--- config.mk ---
export PLATFORM = sky130hd
export DESIGN_NAME = decade_divider_chain
export DESIGN_NICKNAME = d
export VERILOG_FILES = /design/src/rtl/decdiv_pkg.sv /design/src/rtl/decade_stage.sv /design/src/rtl/tap_strobe.sv /design/src/rtl/decade_divider_chain.sv
export SDC_FILE = /design/constraint.sdc
export NUM_CORES = 1
export LEC_CHECK = 0
export CAP_MARGIN = 10
export CELL_PAD_IN_SITES_DETAIL_PLACEMENT = 0
export CELL_PAD_IN_SITES_GLOBAL_PLACEMENT = 1
export CORE_UTILIZATION = 30
export CTS_CLUSTER_DIAMETER = 100
export DETAILED_ROUTE_END_ITERATION = 6
export PLACE_DENSITY = 0.71
export SETUP_SLACK_MARGIN = 0.15
export SKIP_CTS_REPAIR_TIMING = 1
export SYNTH_ARGS = -nofsm -noshare
export SYNTH_HDL_FRONTEND = slang
export SYNTH_SLANG_ARGS = --single-unit
export TNS_END_PERCENT = 10
--- constraint.sdc ---
create_clock -name clk_i -period 1.95 [get_ports clk_i]
set_input_delay 0.2925 -clock clk_i [delete_from_list [all_inputs] [get_ports clk_i]]
set_output_delay 0.2925 -clock clk_i [all_outputs]
set_load 0.05 [all_outputs]
--- src/rtl/decdiv_pkg.sv ---
package decdiv_pkg;

  localparam int unsigned DIGIT_W   = 4;
  localparam int unsigned DIGIT_MOD = 10;

  typedef logic [DIGIT_W-1:0] digit_t;

  localparam digit_t DIGIT_TOP = digit_t'(DIGIT_MOD - 1);

  // Value after one enabled step, wrapping at the top digit.
  function automatic digit_t digit_step(input digit_t d);
    return (d == DIGIT_TOP) ? '0 : d + digit_t'(1);
  endfunction

  // True when the digit sits on its last legal value.
  function automatic logic digit_is_top(input digit_t d);
    return d == DIGIT_TOP;
  endfunction

endpackage

--- src/rtl/decade_stage.sv ---
module decade_stage
  import decdiv_pkg::*;
(
  input  logic   clk_i,
  input  logic   rst_i,
  input  logic   ce_i,
  output digit_t digit_o,
  output logic   tc_o
);

  digit_t digit_q;

  always_ff @(posedge clk_i) begin
    if (rst_i) begin
      digit_q <= '0;
    end else if (ce_i) begin
      digit_q <= digit_step(digit_q);
    end
  end

  assign digit_o = digit_q;
  assign tc_o    = ce_i & digit_is_top(digit_q);

endmodule

--- src/rtl/tap_strobe.sv ---
module tap_strobe (
  input  logic clk_i,
  input  logic rst_i,
  input  logic tc_i,
  output logic tap_o
);

  logic tap_q;

  always_ff @(posedge clk_i) begin
    if (rst_i) begin
      tap_q <= 1'b0;
    end else begin
      tap_q <= tc_i;
    end
  end

  assign tap_o = tap_q;

endmodule

--- src/rtl/decade_divider_chain.sv ---
module decade_divider_chain #(
  parameter int unsigned NUM_STAGES = 3
) (
  input  logic                                      clk_i,
  input  logic                                      rst_i,
  input  logic                                      en_i,
  output logic [NUM_STAGES*decdiv_pkg::DIGIT_W-1:0] digit_o,
  output logic [NUM_STAGES-1:0]                     tc_o,
  output logic [NUM_STAGES-1:0]                     tap_o
);

  localparam int unsigned DW = decdiv_pkg::DIGIT_W;

  // Named internal events for the checker
  logic [NUM_STAGES-1:0] stage_ce;
  logic [NUM_STAGES-1:0] stage_tc;

  for (genvar g = 0; g < NUM_STAGES; g++) begin : g_stage
    if (g == 0) begin : g_first
      assign stage_ce[g] = en_i & ~rst_i;
    end else begin : g_next
      assign stage_ce[g] = stage_tc[g-1];
    end

    decade_stage u_stage (
      .clk_i   (clk_i),
      .rst_i   (rst_i),
      .ce_i    (stage_ce[g]),
      .digit_o (digit_o[g*DW +: DW]),
      .tc_o    (stage_tc[g])
    );

    tap_strobe u_tap (
      .clk_i (clk_i),
      .rst_i (rst_i),
      .tc_i  (stage_tc[g]),
      .tap_o (tap_o[g])
    );
  end

  assign tc_o = stage_tc;

endmodule

==> impl_metrics.tcl, run 1 <==
set metrics [dict create \
    die_x_um 51.73 \
    outcome "complete, no violations" \
    ys_types 31 \
    drive_above_1_share_pct 30.77 \
    rsz0062_at_grt "yes" \
    comb_power_share_pct 8.3 \
    first_pass_iters 4 \
    timing.fmax_mhz 530.2 \
    cts_tree "done" \
    detail_route.drc_violations 0 \
    rows 17 \
    post-route-util_pct 48.16 \
    cts_max_path_buffers 2 \
    dp_hpwl_um 1031 \
    dp_worst_setup_slack_ns -0.02439 \
    drt_wl_total_um 1504 \
    antenna_found_initial 0 \
    syn_area_per_cell_um2 9.048 \
    viasPerCell 4.644 \
    synth_edf_count 0 \
    cts_buffers 3 \
    final-setup-viol-count 0 \
    fin_setup_tns_ns 0 \
    pwr-share-clk_pct 32.5 \
    critPathArrivalTime_ns 1.59 \
    gp_congestion 0.6925 \
    fin_ws_ns 0.06382 \
    wl_per_cell_um 11.39 \
    vias 613 \
    ys.flop_type "dfxtp_1" \
    insertedDiodeCount 0 \
    ys_seq_area_share_pct 40.47 \
    globalRouteTotalUtil_pct 12.12 \
    io_buffers 20 \
    area_growth_syn_to_layout_pct 47.72 \
    finalCriticalPeriod_ns 1.886 \
    critPathMaxFanout 6 \
    core_mm2 0.002276 \
    cts_root_buffer "clkbuf_4" \
    min_path_type "primary input to flop" \
    nets 108 \
    clkTransAtPathRegs_ns 0.09 \
    skew_ns 0.0004764 \
    synthCells 82 \
    die_y_um 51.73 \
    p_sw_mw 0.1299 \
    start_util_pct 32.60 \
    syn-cell-area_um2 742.0 \
    startpoint_type "flop" \
    hold_violations 0 \
    cts_htree_levels 1 \
    worst_ir_drop_vdd_v 0.0002292 \
    cap_violations 0 \
    critPathRequiredTime_ns 1.66 \
    ant_nets 0 \
    slew_viol_final 0 \
    power_density_mw_per_mm2 487.2 \
    clk_latency_ns 0.27 \
    synth_area_leader_cell "dfxtp_1" \
    synth_top_cells_by_count "dfxtp_1, nor2_1, buf_4" \
    die_area_mm2 0.002676 \
    whs_ns 0.4008 \
    ys_async_sr_fraction_pct 0 \
    period_share_pct 96.73 \
    tightest_slew_ns 0.5105 \
    slew_headroom_pct 65.91 \
    synth_warnings 0 \
    seqPwrFrac_pct 59.3 \
    drt_iter0_markers 9 \
    netlist.area_leader.share_pct 40.47 \
    ios 21 \
    switching_share_pct 24.33 \
    grt_pass1_vias 538 \
    synthTopCellsByArea "dfxtp_1, buf_4, nor2_1" \
    cellInternalPower_mw 0.4041 \
    clkSinkCount 15 \
    ys_seq_elements 15 \
    grt_pass1_wl_um 2387 \
    grt_max_degree 15 \
    worstSetupEndpointType "output port" \
    yosysMostFrequentCell "dfxtp_1" \
    synth_nets 85 \
    grt_overflow 0 \
    p_leak_nw 0.5269 \
    crit_type "flop to output port" \
]
per-stage QoR:
step	power [mW]	instances	area, um2
floorplan	0.3508	82	768.2
global placement	0.3687	126	1005
detailed placement	0.3691	126	1005
CTS	0.5446	130	1031
global route	0.5651	132	1096
finish	0.5340	132	1096
area by class of cell:
| type | instances | area [um2] |
|---|---|---|
| clock buffers | 4 | 26.28 |
| fillers | 228 | 1180 |
| inverters | 3 | 11.26 |
| multi-input cells | 54 | 395.4 |
| flip-flops and latches | 15 | 316.6 |
| well taps | 28 | 35.03 |
| repair buffers | 28 | 311.5 |
state kept, by name, summed over array words and instances (netlist names):
signal and flops:
g_stage.u_stage.digit_o 12, g_stage.u_tap.tap_o 3
cells by family (layout without fill, tap and decap cells):
kind of cell    Yosys count  count (layout)  synth area share, %
compound gates            9               9                7.084
xor+xnor                  6               6                7.084
buf+inv                  13              35                11.13
flops                    15              15                40.47
mux                       2               2                2.698
simple gates             37              37                31.54
critical path, cell delays in order (launching register included):
cell and delay (ns):
dfxtp_2 0.37, nor4bb_4 0.33, nand3_2 0.15, nor4b_4 0.29
buf_12 0.18
placed cells by master, fill, tap and decap left out, drive strengths merged, types with 2 or more instances in the layout:
master | netlist | routed
nor4b | 2 | 2
a21oi | 4 | 4
nand2 | 4 | 4
nand3 | 5 | 5
clkbuf | 2 | 4
o21ai | 2 | 2
nor3b | 4 | 4
nor2b | 4 | 4
dlymetal6s2s | 0 | 8
xor2 | 3 | 3
xnor2 | 3 | 3
nor2 | 10 | 10
mux2i | 2 | 2
dfxtp | 15 | 15
clkdlybuf4s50 | 0 | 8
inv | 3 | 3
buf | 8 | 12
metal layers:
metal  share of wire (%)  track usage, %
met2                  45           18.83
met3                 4.3           3.801
met5                   0               0
met4                0.93           5.405
met1                  50           15.22
worst paths after layout:
check,startpoint,end,slack (ns),cells past startpoint
worst max-delay path,g_stage[1].u_stage.digit_o[2],tc_o[2],0.06,4
worst min-delay path,en_i,g_stage[0].u_stage.digit_o[0],0.40,4
worst max register to register,g_stage[0].u_stage.digit_o[2],g_stage[2].u_stage.digit_o[0],0.49,6
worst min register to register,g_stage[0].u_stage.digit_o[3],g_stage[0].u_stage.digit_o[3],0.51,2
power by group through the flow:
stage / clock network, mW / registers [mW] / logic [mW]
floorplan: 0 / 0.335 / 0.0162
global route: 0.200 / 0.318 / 0.0468
global placement: 0 / 0.325 / 0.0442
finish: 0.173 / 0.317 / 0.0441
CTS: 0.182 / 0.317 / 0.0449
detailed placement: 0 / 0.324 / 0.0447
(Power assumes the default switching activity.)
==> run 2, diff against run 1 <==
- CAP_MARGIN: 10 -> unset
- SYNTH_HIERARCHICAL: unset -> 1
==> run 2 against run 1 <==
The flow now finishes with violations (negative setup slack); die area down 5.8%; sequential power fell by 2%; sequential share of layout area fell by 3.1 points; global-route usage up 0.10 points; largest power group unchanged.
==> impl_metrics.tcl, run 2 <==
set metrics [dict create \
    crit_type "flop to output port" \
    ios 21 \
    synthXorXnorAreaFrac_pct 7.540 \
    insertedDiodeCount 0 \
    highest_layer "met4" \
    rows 17 \
    cts_max_path_buffers 2 \
    placedCellCount 124 \
    design_area_mm2 0.001189 \
    synth_top_cells_by_count "dfxtp_1, a21oi_1, nand2_1, nor2_1, xnor2_1" \
    clkSinkCount 15 \
    die_x_um 50.20 \
    seqPwrFrac_pct 58.4 \
    mostFrequentLayoutCell "buf_4" \
    reg2reg_to "g_stage[2].u_stage/digit_o[3]" \
    ys_seq_area_share_pct 43.09 \
    min_to "g_stage[0].u_tap/tap_o" \
    dr_wl_met2_um 745 \
    ys_types 14 \
    critPathMaxFanout 2 \
    synthMuxAreaShare_pct 4.847 \
    period_share_pct 117.7 \
    clk_latency_ns 0.27 \
    power_density_mw_per_mm2 448.5 \
    met3WireLength_um 63 \
    p_leak_nw 0.6030 \
    critPathLaunch "g_stage[0].u_stage/digit_o[0]" \
    switching_share_pct 23.39 \
    slew_headroom_pct 66.28 \
    ys_seq_elements 15 \
    startpoint_type "flop" \
    area_growth_syn_to_layout_pct 70.56 \
    place_area_mm2 0.001099 \
    reg2reg_from "g_stage[0].u_stage/digit_o[0]" \
    globalRouteTotalUtil_pct 12.23 \
    die_y_um 50.20 \
    drt_iter0_markers 15 \
    finalCriticalPeriod_ns 2.295 \
    grt_pass1_vias 530 \
    synth_compound_area_share_pct 15.62 \
    outcome "complete, but fails checks" \
    yosysMostFrequentCell "dfxtp_1" \
    cellInternalPower_mw 0.4084 \
    ys_async_sr_fraction_pct 0 \
    tightest_slew_ns 0.5049 \
    die_area_mm2 0.002520 \
    fin_setup_tns_ns -0.5567 \
    slew_viol_final 0 \
    pwr-share-clk_pct 32.7 \
    violations "negative setup slack" \
    cap_violations 0 \
    r2r_cells 9 \
    detail_route.drc_violations 0 \
    p_sw_mw 0.1247 \
    drive_above_1_share_pct 46.60 \
    cts_root_buffer "clkbuf_4" \
    dp_hpwl_um 1031 \
    synth-adder-area-share_pct 0 \
    cts_tree "done" \
    synth_edf_count 0 \
    synth_area_leader_cell "dfxtp_1" \
    total_power_mw 0.5331 \
    drt_wl_total_um 1453 \
    post-route-util_pct 54.25 \
    comb_power_share_pct 8.9 \
    worstSetupEndpointType "output port" \
    syn_area_per_cell_um2 10.56 \
    min_from "rst_i" \
    grt_max_degree 19 \
    nets 107 \
    skew_ns 0.001351 \
    hold_path_depth 3 \
    netlist.area_leader.share_pct 43.09 \
    critPathRequiredTime_ns 1.66 \
    cts_htree_levels 1 \
    vias 602 \
    synthCells 66 \
    synth_warnings 6 \
    cts_buffers 3 \
    clkTransAtPathRegs_ns 0.09 \
    synth_top_family_by_area "simple AND/OR/NAND/NOR gates" \
    final-setup-viol-count 3 \
    viasPerCell 4.595 \
    hold_violations 0 \
    timing.fmax_mhz 435.7 \
    ant_nets 0 \
    rrSetupSlack_ns -0.06 \
    rsz0062_at_grt "yes" \
    critPathArrivalTime_ns 2.00 \
    synth-simple-area-share_pct 25.13 \
    ys.flop_type "dfxtp_1" \
    grt_pass1_wl_um 2270 \
    core_mm2 0.002191 \
    gp_congestion 0.7021 \
    grt_overflow 0 \
    start_util_pct 31.81 \
    wl_met1_um 631 \
    first_pass_iters 4 \
    worst_ir_drop_vdd_v 0.0003940 \
    io_buffers 20 \
    synthTopCellsByArea "dfxtp_1, nor2b_4, xnor2_1" \
    fin_cells 131 \
    min_path_type "primary input to flop" \
    syn-cell-area_um2 696.9 \
    n_fill_cell 211 \
    largest_register_ffs 12 \
    antenna_found_initial 0 \
    layout_common_cells "buf_4, dfxtp_1, dlymetal6s2s_1, a21oi_1, nor2_1" \
    wl_per_cell_um 11.09 \
    fin_ws_ns -0.3452 \
    synth_nets 69 \
]
==> run 2: cell type report <==
cell class | count | area [um2] | area share, %
Clock buffer | 4 | 26.28 | 2.211
Timing Repair Buffer | 35 | 374.1 | 31.47
Tap cell | 28 | 35.03 | 2.947
Inverter | 3 | 11.26 | 0.9474
Sequential cell | 15 | 306.5 | 25.79
Multi-Input combinational cell | 46 | 435.4 | 36.63
==> run 2: layer usage <==
| metal | vias to the layer above | GRT usage, % |
|---|---|---|
| met5 | - | 0 |
| met4 | 0 | 7.143 |
| met3 | 2 | 2.727 |
| met2 | 14 | 19.11 |
| met1 | 283 | 15.24 |
| li1 | 303 | - |
==> run 2: cells by family after synthesis <==
family | count (synthesis)
flops | 15
mux | 3
buf+inv | 5
simple gates | 25
compound gates | 12
xor+xnor | 6
==> run 2: worst max path at each step <==
stage | end | slack [ns]
6_report | tc_o[2] | -0.35
5_1_grt | tc_o[2] | -0.48
4_1_cts | tc_o[2] | -0.73
3_5_place_dp | tc_o[2] | -0.73
3_3_place_gp | tc_o[2] | -0.68
2_1_floorplan | g_stage[2].u_tap/tap_o | -0.71
==> run 2: metrics by stage <==
stage | worst slack [ns] | hold slack (ns)
global placement | -0.6799 | 0.5359
CTS | -0.7284 | 0.5607
global route | -0.4758 | 0.5460
finish | -0.3452 | 0.5458
detailed placement | -0.7286 | 0.5474
floorplan | -0.7135 | 0.3542
==> run 2: power by group through the flow <==
stage	Combinational, mW	Sequential [mW]	Clock, mW
2_1_floorplan	0.0106	0.330	0
3_3_place_gp	0.0481	0.319	0
3_5_place_dp	0.0484	0.319	0
4_1_cts	0.0485	0.312	0.184
5_1_grt	0.0513	0.312	0.204
6_report	0.0475	0.311	0.174
==> run 2: critical path, cell delays in order (launching register included) <==
cell and delay, ns:
dfxtp_4 0.37, nand2_4 0.05, nor4b_4 0.28, nand2_2 0.11, nor4b_4 0.33, nand2_2 0.12
nor4b_4 0.29, buf_12 0.18
==> run 3, diff against run 2 <==
- clock period: 1.95 -> 2.6 ns (I/O delays scaled with it)
==> run 3 against run 2 <==
The flow now finishes without violations; die area unchanged; clock skew up 0.0068 ns; flip-flop and latch count unchanged.
==> impl_metrics.tcl, run 3 (synthesized netlist as in run 2, its figures left out) <==
set metrics [dict create \
    critPathMaxFanout 2 \
    timing.fmax_mhz 407.8 \
    slew_headroom_pct 66.02 \
    startpoint_type "primary input" \
    min_path_type "flop to flop" \
    insertedDiodeCount 0 \
    reg2reg_to "g_stage[2].u_stage/digit_o[1]" \
    dp_worst_setup_slack_ns -0.2754 \
    critPathRequiredTime_ns 2.21 \
    skew_ns 0.008168 \
    ios 21 \
    clk_latency_ns 0.28 \
    finalCriticalPeriod_ns 2.452 \
    hold_path_depth 2 \
    crit_path_end "tc_o[2]" \
    post-route-util_pct 51.34 \
    rows 17 \
    area_growth_syn_to_layout_pct 61.40 \
    mostFrequentLayoutCell "clkdlybuf4s50_1" \
    outcome "complete, no violations" \
    r2r_cells 9 \
    slew_viol_final 0 \
    p_sw_mw 0.09863 \
    io_buffers 20 \
    core_mm2 0.002191 \
    critPathArrivalTime_ns 2.06 \
    design_area_mm2 0.001125 \
    rrSetupSlack_ns 0.61 \
    start_util_pct 31.81 \
    power_density_mw_per_mm2 356.2 \
    drive_above_1_share_pct 44.00 \
    cts_root_buffer "clkbuf_4" \
    dp_hpwl_um 983.2 \
    clkSinkCount 15 \
    die_area_mm2 0.002520 \
    cts_htree_levels 1 \
    switching_share_pct 24.61 \
    viasPerCell 4.594 \
    wl_per_cell_um 10.95 \
    reg2reg_from "g_stage[0].u_stage/digit_o[0]" \
    grt_overflow 0 \
    worstSetupEndpointType "output port" \
    place_area_mm2 0.001065 \
    seqPwrFrac_pct 58.7 \
    p_leak_nw 0.3878 \
    globalRouteTotalUtil_pct 12.99 \
    vias 588 \
    detail_route.drc_violations 0 \
    crit_type "primary input to output port" \
    cts_tree "done" \
    pwr-share-clk_pct 33.3 \
    tightest_slew_ns 0.5081 \
    grt_pass1_vias 562 \
    cts_max_path_buffers 2 \
    hold_violations 0 \
    drt_wl_total_um 1401 \
    clkTransAtPathRegs_ns 0.10 \
    nets 104 \
    worst_ir_drop_vdd_v 0.0002650 \
    rsz0062_at_grt "yes" \
    first_pass_iters 2 \
    period_share_pct 94.30 \
    drt_iter0_markers 6 \
    cellInternalPower_mw 0.3021 \
    layout_common_cells "clkdlybuf4s50_1, dfxtp_1, buf_4" \
    largest_register_ffs 12 \
    final-setup-viol-count 0 \
    antenna_found_initial 0 \
    die_x_um 50.20 \
    cts_buffers 3 \
    comb_power_share_pct 8.1 \
    critPathLaunch "rst_i" \
    fin_ws_ns 0.1481 \
    cap_violations 0 \
    die_y_um 50.20 \
    gp_congestion 0.7327 \
    grt_max_degree 19 \
    grt_pass1_wl_um 2428 \
    ant_nets 0 \
]
==> run 3: per-stage QoR <==
stage	total power, mW	TNS, ns	instances	hold WS, ns
after global placement	0.2710	-0.3306	120	0.5108
after global routing	0.4249	0	128	0.5450
final	0.4007	0	128	0.5317
after floorplan	0.2542	-0.3664	66	0.4527
after detailed placement	0.2713	-0.3075	120	0.5152
after CTS	0.4082	-0.2838	124	0.5315
==> run 3: power by group through the flow <==
| stage | clock network, mW | registers (mW) | logic, mW |
|---|---|---|---|
| CTS | 0.142 | 0.235 | 0.0313 |
| detailed placement | 0 | 0.240 | 0.0311 |
| finish | 0.133 | 0.235 | 0.0323 |
| global placement | 0 | 0.240 | 0.0309 |
| global route | 0.155 | 0.236 | 0.0344 |
| floorplan | 0 | 0.247 | 0.00752 |
==> run 3: critical path, cell delays in order <==
cell and delay [ns]:
clkbuf_2 0.12, nor2b_4 0.15, nand2_4 0.07, nor4b_4 0.30
nand2_2 0.12, nor4b_4 0.32, nand2_2 0.12, nor4b_4 0.30
buf_12 0.18
==> run 3: final cells by class <==
type	instances	area (um2)
fill	213	1066
clock buffer	3	22.52
clock inverter	1	5.005
sequential	15	305.3
timing repair buffer	32	317.8
multi-input combinational	46	427.9
tap	28	35.03
inverter	3	11.26
==> run 3: how the worst min path moves through the flow <==
stage | start | endpoint | slack, ns
3_3_place_gp | g_stage[0].u_stage/digit_o[0] | g_stage[0].u_stage/digit_o[0] | 0.51
4_1_cts | g_stage[0].u_stage/digit_o[3] | g_stage[0].u_stage/digit_o[3] | 0.53
2_1_floorplan | rst_i | g_stage[0].u_stage/digit_o[0] | 0.45
3_5_place_dp | g_stage[0].u_stage/digit_o[0] | g_stage[0].u_stage/digit_o[0] | 0.52
6_report | g_stage[0].u_stage/digit_o[3] | g_stage[0].u_stage/digit_o[3] | 0.53
5_1_grt | g_stage[0].u_stage/digit_o[3] | g_stage[0].u_stage/digit_o[3] | 0.55
==> run 3: routing by layer <==
layer  share of wire (%)  vias up  GRT usage, %
met1                  48      276         15.99
li1                    -      299             -
met5                   0        -             0
met3                 3.6        2         3.636
met2                  47       11         19.56
met4                 1.1        0         8.571
